<file path="config.mk">
export PLATFORM = sky130hd
export DESIGN_NAME = burst_clk_gen
export DESIGN_NICKNAME = d
export VERILOG_FILES = /design/src/rtl/burst_clk_pkg.sv /design/src/rtl/bcg_sequencer.sv /design/src/rtl/bcg_gate.sv /design/src/rtl/bcg_strobe.sv /design/src/rtl/burst_clk_gen.sv
export SDC_FILE = /design/constraint.sdc
export NUM_CORES = 1
export LEC_CHECK = 0
export BUFFER_PORTS_ARGS = -buffer_cell sky130_fd_sc_hd__buf_2
export CAP_MARGIN = 10
export CORE_AREA = 4 4 57 59
export CTS_CLUSTER_DIAMETER = 50
export DETAILED_ROUTE_END_ITERATION = 10
export DIE_AREA = 0 0 61 63
export PLACE_DENSITY = 0.7
export SYNTH_ARGS = -nofsm -noshare
export SYNTH_HDL_FRONTEND = slang
export SYNTH_SLANG_ARGS = --single-unit
</file>
<file path="constraint.sdc">
create_clock -name clk_ref -period 5.4 [get_ports clk_ref]
set_clock_uncertainty 0.15 [all_clocks]
set_input_delay 0 -clock clk_ref [delete_from_list [all_inputs] [get_ports clk_ref]]
set_output_delay 0 -clock clk_ref [all_outputs]
set_load 0.02 [all_outputs]
</file>
<file path="src/rtl/burst_clk_pkg.sv">
// Shared definitions for the burst clock generator.
// Assumes: nothing beyond IEEE 1800-2017.
package burst_clk_pkg;
    typedef enum logic {
        PH_GAP   = 1'b0,
        PH_BURST = 1'b1
    } phase_e;
endpackage

</file>
<file path="src/rtl/bcg_sequencer.sv">
// Phase sequencer: counts burst cycles and gap cycles on the rising
// reference edge and raises run_en for exactly BURST_LEN cycles per burst.
// Assumes: MIN_GAP fits in GAP_W bits and MIN_GAP >= 2.
module bcg_sequencer
    import burst_clk_pkg::*;
#(
    parameter int BURST_LEN = 64,
    parameter int MIN_GAP   = 32,
    parameter int GAP_W     = 8
) (
    input  logic             clk_ref,
    input  logic             rst_n,
    input  logic             enable,
    input  logic [GAP_W-1:0] gap_ui,
    output logic             run_en
);
    localparam int BL_W  = $clog2(BURST_LEN);
    localparam int CNT_W = (BL_W > GAP_W) ? BL_W : GAP_W;

    phase_e             phase;
    logic [CNT_W-1:0]   cnt;
    logic [GAP_W-1:0]   gap_len;
    logic [GAP_W-1:0]   gap_eff;
    logic               gap_done;
    logic               burst_last;

    // Floor the requested gap at the minimum
    always_comb begin
        gap_eff = (gap_ui < GAP_W'(MIN_GAP)) ? GAP_W'(MIN_GAP) : gap_ui;
    end

    // Decode end-of-phase conditions from the shared counter
    always_comb begin
        gap_done   = (cnt >= (CNT_W'(gap_len) - CNT_W'(1)));
        burst_last = (cnt == CNT_W'(BURST_LEN - 1));
    end

    // Phase and counter update; gap length captured at reset and burst close
    always_ff @(posedge clk_ref) begin
        if (!rst_n) begin
            phase   <= PH_GAP;
            cnt     <= '0;
            gap_len <= gap_eff;
        end else begin
            case (phase)
                PH_GAP: begin
                    if (gap_done) begin
                        if (enable) begin
                            phase <= PH_BURST;
                            cnt   <= '0;
                        end
                    end else begin
                        cnt <= cnt + CNT_W'(1);
                    end
                end
                default: begin
                    if (burst_last) begin
                        phase   <= PH_GAP;
                        cnt     <= '0;
                        gap_len <= gap_eff;
                    end else begin
                        cnt <= cnt + CNT_W'(1);
                    end
                end
            endcase
        end
    end

    assign run_en = (phase == PH_BURST);


    gap_floor_chk: assert property (@(posedge clk_ref) disable iff (!rst_n)
        gap_len >= GAP_W'(MIN_GAP));


    gap_hold_chk: assert property (@(posedge clk_ref) disable iff (!rst_n)
        (phase == PH_GAP && !enable) |=> (phase == PH_GAP));


    burst_keep_chk: assert property (@(posedge clk_ref) disable iff (!rst_n)
        (phase == PH_BURST && !enable && !burst_last) |=> (phase == PH_BURST));
endmodule

</file>
<file path="src/rtl/bcg_gate.sv">
// Clock gate model: captures run_en on the falling reference edge, as a
// latch-based gating cell would, and ANDs it with the reference clock.
// Assumes: run_en changes only just after rising edges of clk_ref.
module bcg_gate (
    input  logic clk_ref,
    input  logic rst_n,
    input  logic run_en,
    output logic gate_en,
    output logic gclk
);
    logic gate_q;

    // Enable sampled while the reference clock is low, so no runt pulse
    always_ff @(negedge clk_ref) begin
        if (!rst_n) begin
            gate_q <= 1'b0;
        end else begin
            gate_q <= run_en;
        end
    end

    assign gate_en = gate_q;
    assign gclk    = clk_ref & gate_q;


    gate_track_chk: assert property (@(posedge clk_ref) disable iff (!rst_n)
        gate_en == run_en);
endmodule

</file>
<file path="src/rtl/bcg_strobe.sv">
// Strobe generator: data_valid one cycle behind run_en (aligned with gclk
// pulses), plus one-cycle start and end markers.
// Assumes: run_en is a registered signal in the clk_ref rising domain.
module bcg_strobe #(
    parameter int BURST_LEN = 64,
    parameter int MIN_GAP   = 32
) (
    input  logic clk_ref,
    input  logic rst_n,
    input  logic run_en,
    output logic data_valid,
    output logic burst_start,
    output logic burst_end
);
    logic valid_q;
    logic start_q;
    logic end_q;

    // Register valid and edge markers from the sequencer output
    always_ff @(posedge clk_ref) begin
        if (!rst_n) begin
            valid_q <= 1'b0;
            start_q <= 1'b0;
            end_q   <= 1'b0;
        end else begin
            valid_q <= run_en;
            start_q <= run_en & ~valid_q;
            end_q   <= ~run_en & valid_q;
        end
    end

    assign data_valid  = valid_q;
    assign burst_start = start_q;
    assign burst_end   = end_q;

    // Checker-only run-length counters for valid and idle stretches
    logic [15:0] hi_run;
    logic [15:0] lo_run;
    always_ff @(posedge clk_ref) begin
        if (!rst_n) begin
            hi_run <= '0;
            lo_run <= '0;
        end else begin
            hi_run <= valid_q ? hi_run + 16'd1 : 16'd0;
            lo_run <= valid_q ? 16'd0 : ((lo_run == 16'hFFFF) ? lo_run : lo_run + 16'd1);
        end
    end


    burst_len_chk: assert property (@(posedge clk_ref) disable iff (!rst_n)
        $fell(data_valid) |-> (hi_run == 16'(BURST_LEN)));


    burst_over_chk: assert property (@(posedge clk_ref) disable iff (!rst_n)
        hi_run <= 16'(BURST_LEN));


    gap_min_chk: assert property (@(posedge clk_ref) disable iff (!rst_n)
        $rose(data_valid) |-> (lo_run >= 16'(MIN_GAP)));


    start_edge_chk: assert property (@(posedge clk_ref) disable iff (!rst_n)
        burst_start |-> (data_valid && !$past(data_valid)));


    end_edge_chk: assert property (@(posedge clk_ref) disable iff (!rst_n)
        burst_end |-> (!data_valid && $past(data_valid)));
endmodule

</file>
<file path="src/rtl/burst_clk_gen.sv">
// Top level: framed sideband clock of fixed-length bursts separated by a
// programmable, floored idle gap.
// Assumes: clk_ref is free-running; one period equals one UI.
module burst_clk_gen #(
    parameter int BURST_LEN = 64,
    parameter int MIN_GAP   = 32,
    parameter int GAP_W     = 8
) (
    input  logic             clk_ref,
    input  logic             rst_n,
    input  logic             enable,
    input  logic [GAP_W-1:0] gap_ui,
    output logic             gclk,
    output logic             gate_en,
    output logic             data_valid,
    output logic             burst_start,
    output logic             burst_end
);
    logic run_en;

    // Burst/gap phase sequencing
    bcg_sequencer #(
        .BURST_LEN (BURST_LEN),
        .MIN_GAP   (MIN_GAP),
        .GAP_W     (GAP_W)
    ) u_seq (
        .clk_ref (clk_ref),
        .rst_n   (rst_n),
        .enable  (enable),
        .gap_ui  (gap_ui),
        .run_en  (run_en)
    );

    // Glitch-free clock gating
    bcg_gate u_gate (
        .clk_ref (clk_ref),
        .rst_n   (rst_n),
        .run_en  (run_en),
        .gate_en (gate_en),
        .gclk    (gclk)
    );

    // Receiver-facing strobes
    bcg_strobe #(
        .BURST_LEN (BURST_LEN),
        .MIN_GAP   (MIN_GAP)
    ) u_strobe (
        .clk_ref     (clk_ref),
        .rst_n       (rst_n),
        .run_en      (run_en),
        .data_valid  (data_valid),
        .burst_start (burst_start),
        .burst_end   (burst_end)
    );
endmodule

</file>
==> flow_metrics.py <==
metrics = {
    "run_status": {
        "outcome": "complete, no violations",
    },
    "cts": {
        "cts_setup_buffers": 0,
        "clk_pin_slew_ns": 0.11,
        "clk_latency_ns": 0.42,
        "cts_tree": "yes",
    },
    "yosys": {
        "yosysUniqueCellTypes": 38,
        "synthCells": 125,
        "syn-cell-area_mm2": 0.001212,
        "synth_nets": 146,
        "yosys_warnings": 0,
        "ys_async_sr_fraction_pct": 0,
        "ys_seq_area_share_pct": 41.28,
        "yosys_most_used_dff": "dfxtp_1",
        "ys_seq_elements": 21,
        "synth_edf_count": 8,
        "avgSynthCellArea_um2": 9.699,
    },
    "worst_setup_path": {
        "endpoint_kind": "output port",
        "worstPathArrival_ns": 3.77,
        "crit_type": "flop to output port",
        "worstPathCellList": "and2_1 > buf_2",
        "worst-endpoint-required_ns": 5.25,
        "crit_slowest_cell": "dfxtp_1",
        "cp_slowest_stage_delay_ns": 0.33,
        "startpoint_type": "flop",
        "crit_fanout": 2,
    },
    "layout": {
        "finish.utilization_pct": 53.60,
        "mostFrequentLayoutCell": "buf_2",
        "fillCellCount": 264,
        "nets": 175,
        "fin_area_mm2": 0.001453,
        "final_cell_mix": "buf_2, dfxtp_1, nand2_1, ha_1, dlygate4sd3_1",
        "drive_gt1_share_pct": 16.99,
        "area_growth_pct": 19.81,
        "antenna_cells": 0,
    },
    "floorplan": {
        "core_mm2": 0.002710,
        "num_io_pins": 16,
        "start_util_pct": 44.74,
        "die_h_um": 63,
        "placementRows": 19,
        "dieArea_mm2": 0.003843,
        "die_w_um": 61,
    },
    "power_and_ir_drop": {
        "switching_power_mw": 0.08662,
        "p_leak_nw": 0.5949,
        "pwr-share-comb_pct": 14.4,
        "seqPwrFrac_pct": 52.3,
        "clkPwrFrac_pct": 33.3,
        "p_sw_share_pct": 25.56,
        "internal_power_mw": 0.2523,
        "power-per-cell-area_mw_per_mm2": 233.3,
        "ir_worst_vdd_v": 0.0002000,
    },
    "sta": {
        "fin_tns_setup_ns": 0,
        "slew_headroom_pct": 64.52,
        "tightest_slew_ns": 0.5281,
        "hold_viol": 0,
        "rsz0062_at_grt": "false",
        "setup_viol": 0,
        "drv_slew": 0,
    },
    "global_route": {
        "track_usage_pct": 14.42,
        "grt.overflow.total": 0,
        "grt_antenna_before_repair": 0,
        "grt_pass1_vias": 976,
        "grt_max_degree": 21,
        "grt_first_pass_wirelength_um": 4112,
    },
    "routing": {
        "routed_via_density": 5.527,
        "first_iter_violations": 28,
        "detail_route.wl_per_cell_um": 13.01,
        "route.detailed.drc": 0,
        "drt_first_pass_iters": 4,
        "drt-total-wl_um": 2394,
        "ant_nets": 0,
        "num_vias": 1017,
    },
    "placed_design": {
        "dp_hpwl_um": 1685,
        "place_area_mm2": 0.001304,
        "globalplace.congestion": 0.8175,
        "port_buffers": 15,
    },
    "run": {
        "max_cap_viol_count": 0,
    },
    "min_path": {
        "hold_path_class": "primary input to flop",
    },
}
## metrics by stage
stage	setup slack (ns)	instances	hold slack, ns	power [mW]
floorplan	1.873	125	-0.009395	0.2153
global placement	1.946	167	0.05513	0.2245
detailed placement	1.885	167	0.05798	0.2263
CTS	1.471	184	0.1573	0.3409
global route	1.436	184	0.1847	0.3571
finish	1.478	184	0.1783	0.3389
## worst paths after layout
path                               start                         endpoint  slack [ns]  cells past startpoint
max reg2reg      u_seq.run_en$_SDFF_PN0_           u_gate.gate_en$_DFF_N_        1.92                      1
max               u_gate.gate_en$_DFF_N_                             gclk        1.48                      2
min                            gap_ui[7]   u_seq.gap_len[7]$_SDFFCE_PN0P_        0.18                      2
min reg2reg  u_strobe.data_valid$_DFF_P_  u_strobe.burst_start$_SDFF_PN0_        0.32                      1
## cell families (layout without fill, tap and decap cells)
kind of cell	count (synthesis)	in the layout	share of synthesized area [%]
flip-flops	21	21	41.28
buffers and inverters	11	39	4.334
adder cells (fa/ha/maj)	10	10	10.32
AND/OR/NAND/NOR	58	58	27.55
XOR/XNOR	6	6	4.335
AO/OA/AOI/OAI	19	19	12.18
## cell type report
type | instances | area, um2 | area share (%)
timing repair buffer | 25 | 177.7 | 12.23
clock inverter | 1 | 3.754 | 0.2584
tap | 31 | 38.79 | 2.670
clock buffer | 8 | 53.80 | 3.704
inverter | 5 | 18.77 | 1.292
multi-input combinational | 93 | 659.4 | 45.39
sequential | 21 | 500.5 | 34.45
## timing repair
item	4_1_cts	5_1_grt
hold buffers	10	0
hold endpoints to repair	20	0
resized for setup	0	0
setup endpoints to repair	0	0
## routing by layer
metal | GRT usage, % | vias to the layer above | routed length [um]
li1 | - | 511 | -
met1 | 17.22 | 478 | 1069
met2 | 21.66 | 23 | 1172
met3 | 3.719 | 5 | 102
met4 | 10.30 | 0 | 51
met5 | 0 | - | 0
## power by group through the flow
stage / clock network, mW / registers (mW) / logic, mW
after global placement: 0.00241 / 0.181 / 0.0413
after global routing: 0.124 / 0.178 / 0.0547
after detailed placement: 0.00241 / 0.181 / 0.0430
final: 0.113 / 0.177 / 0.0487
after floorplan: 0.00238 / 0.179 / 0.0335
after CTS: 0.115 / 0.177 / 0.0489
## state kept, by name, summed over array words and instances, names as in the netlist
signal,count
u_gate.gate_en,1
u_seq.cnt,8
u_seq.gap_len,8
u_seq.run_en,1
u_strobe.burst_end,1
u_strobe.burst_start,1
u_strobe.data_valid,1
## Yosys cell counts (2+ instances only)
master / instances / area [um2]
and3_1: 2 / 12.51
edfxtp_1: 8 / 240.2
xnor2_1: 3 / 26.28
nand4b_1: 2 / 17.52
xor2_1: 3 / 26.28
and2_1: 2 / 12.51
nand3_1: 7 / 35.03
nand4_1: 2 / 12.51
o21a_1: 3 / 22.52
ha_1: 10 / 125.1
a31oi_1: 2 / 12.51
dfxtp_1: 13 / 260.3
nor2_1: 6 / 22.52
or3_1: 4 / 25.02
nand3b_1: 4 / 30.03
nor2b_1: 6 / 37.54
inv_1: 6 / 22.52
a21oi_1: 7 / 35.03
clkbuf_1: 3 / 11.26
nand2_1: 10 / 37.54
nor3_1: 5 / 25.02
## worst max-delay path, delay by kind of cell, from the launching register on
| kind | cells | cell delay, ns |
|---|---|---|
| flip-flops | 1 | 0.33 |
| buffers and inverters | 1 | 0.15 |
| AND/OR/NAND/NOR | 1 | 0.11 |
(Power assumes the default switching activity.)
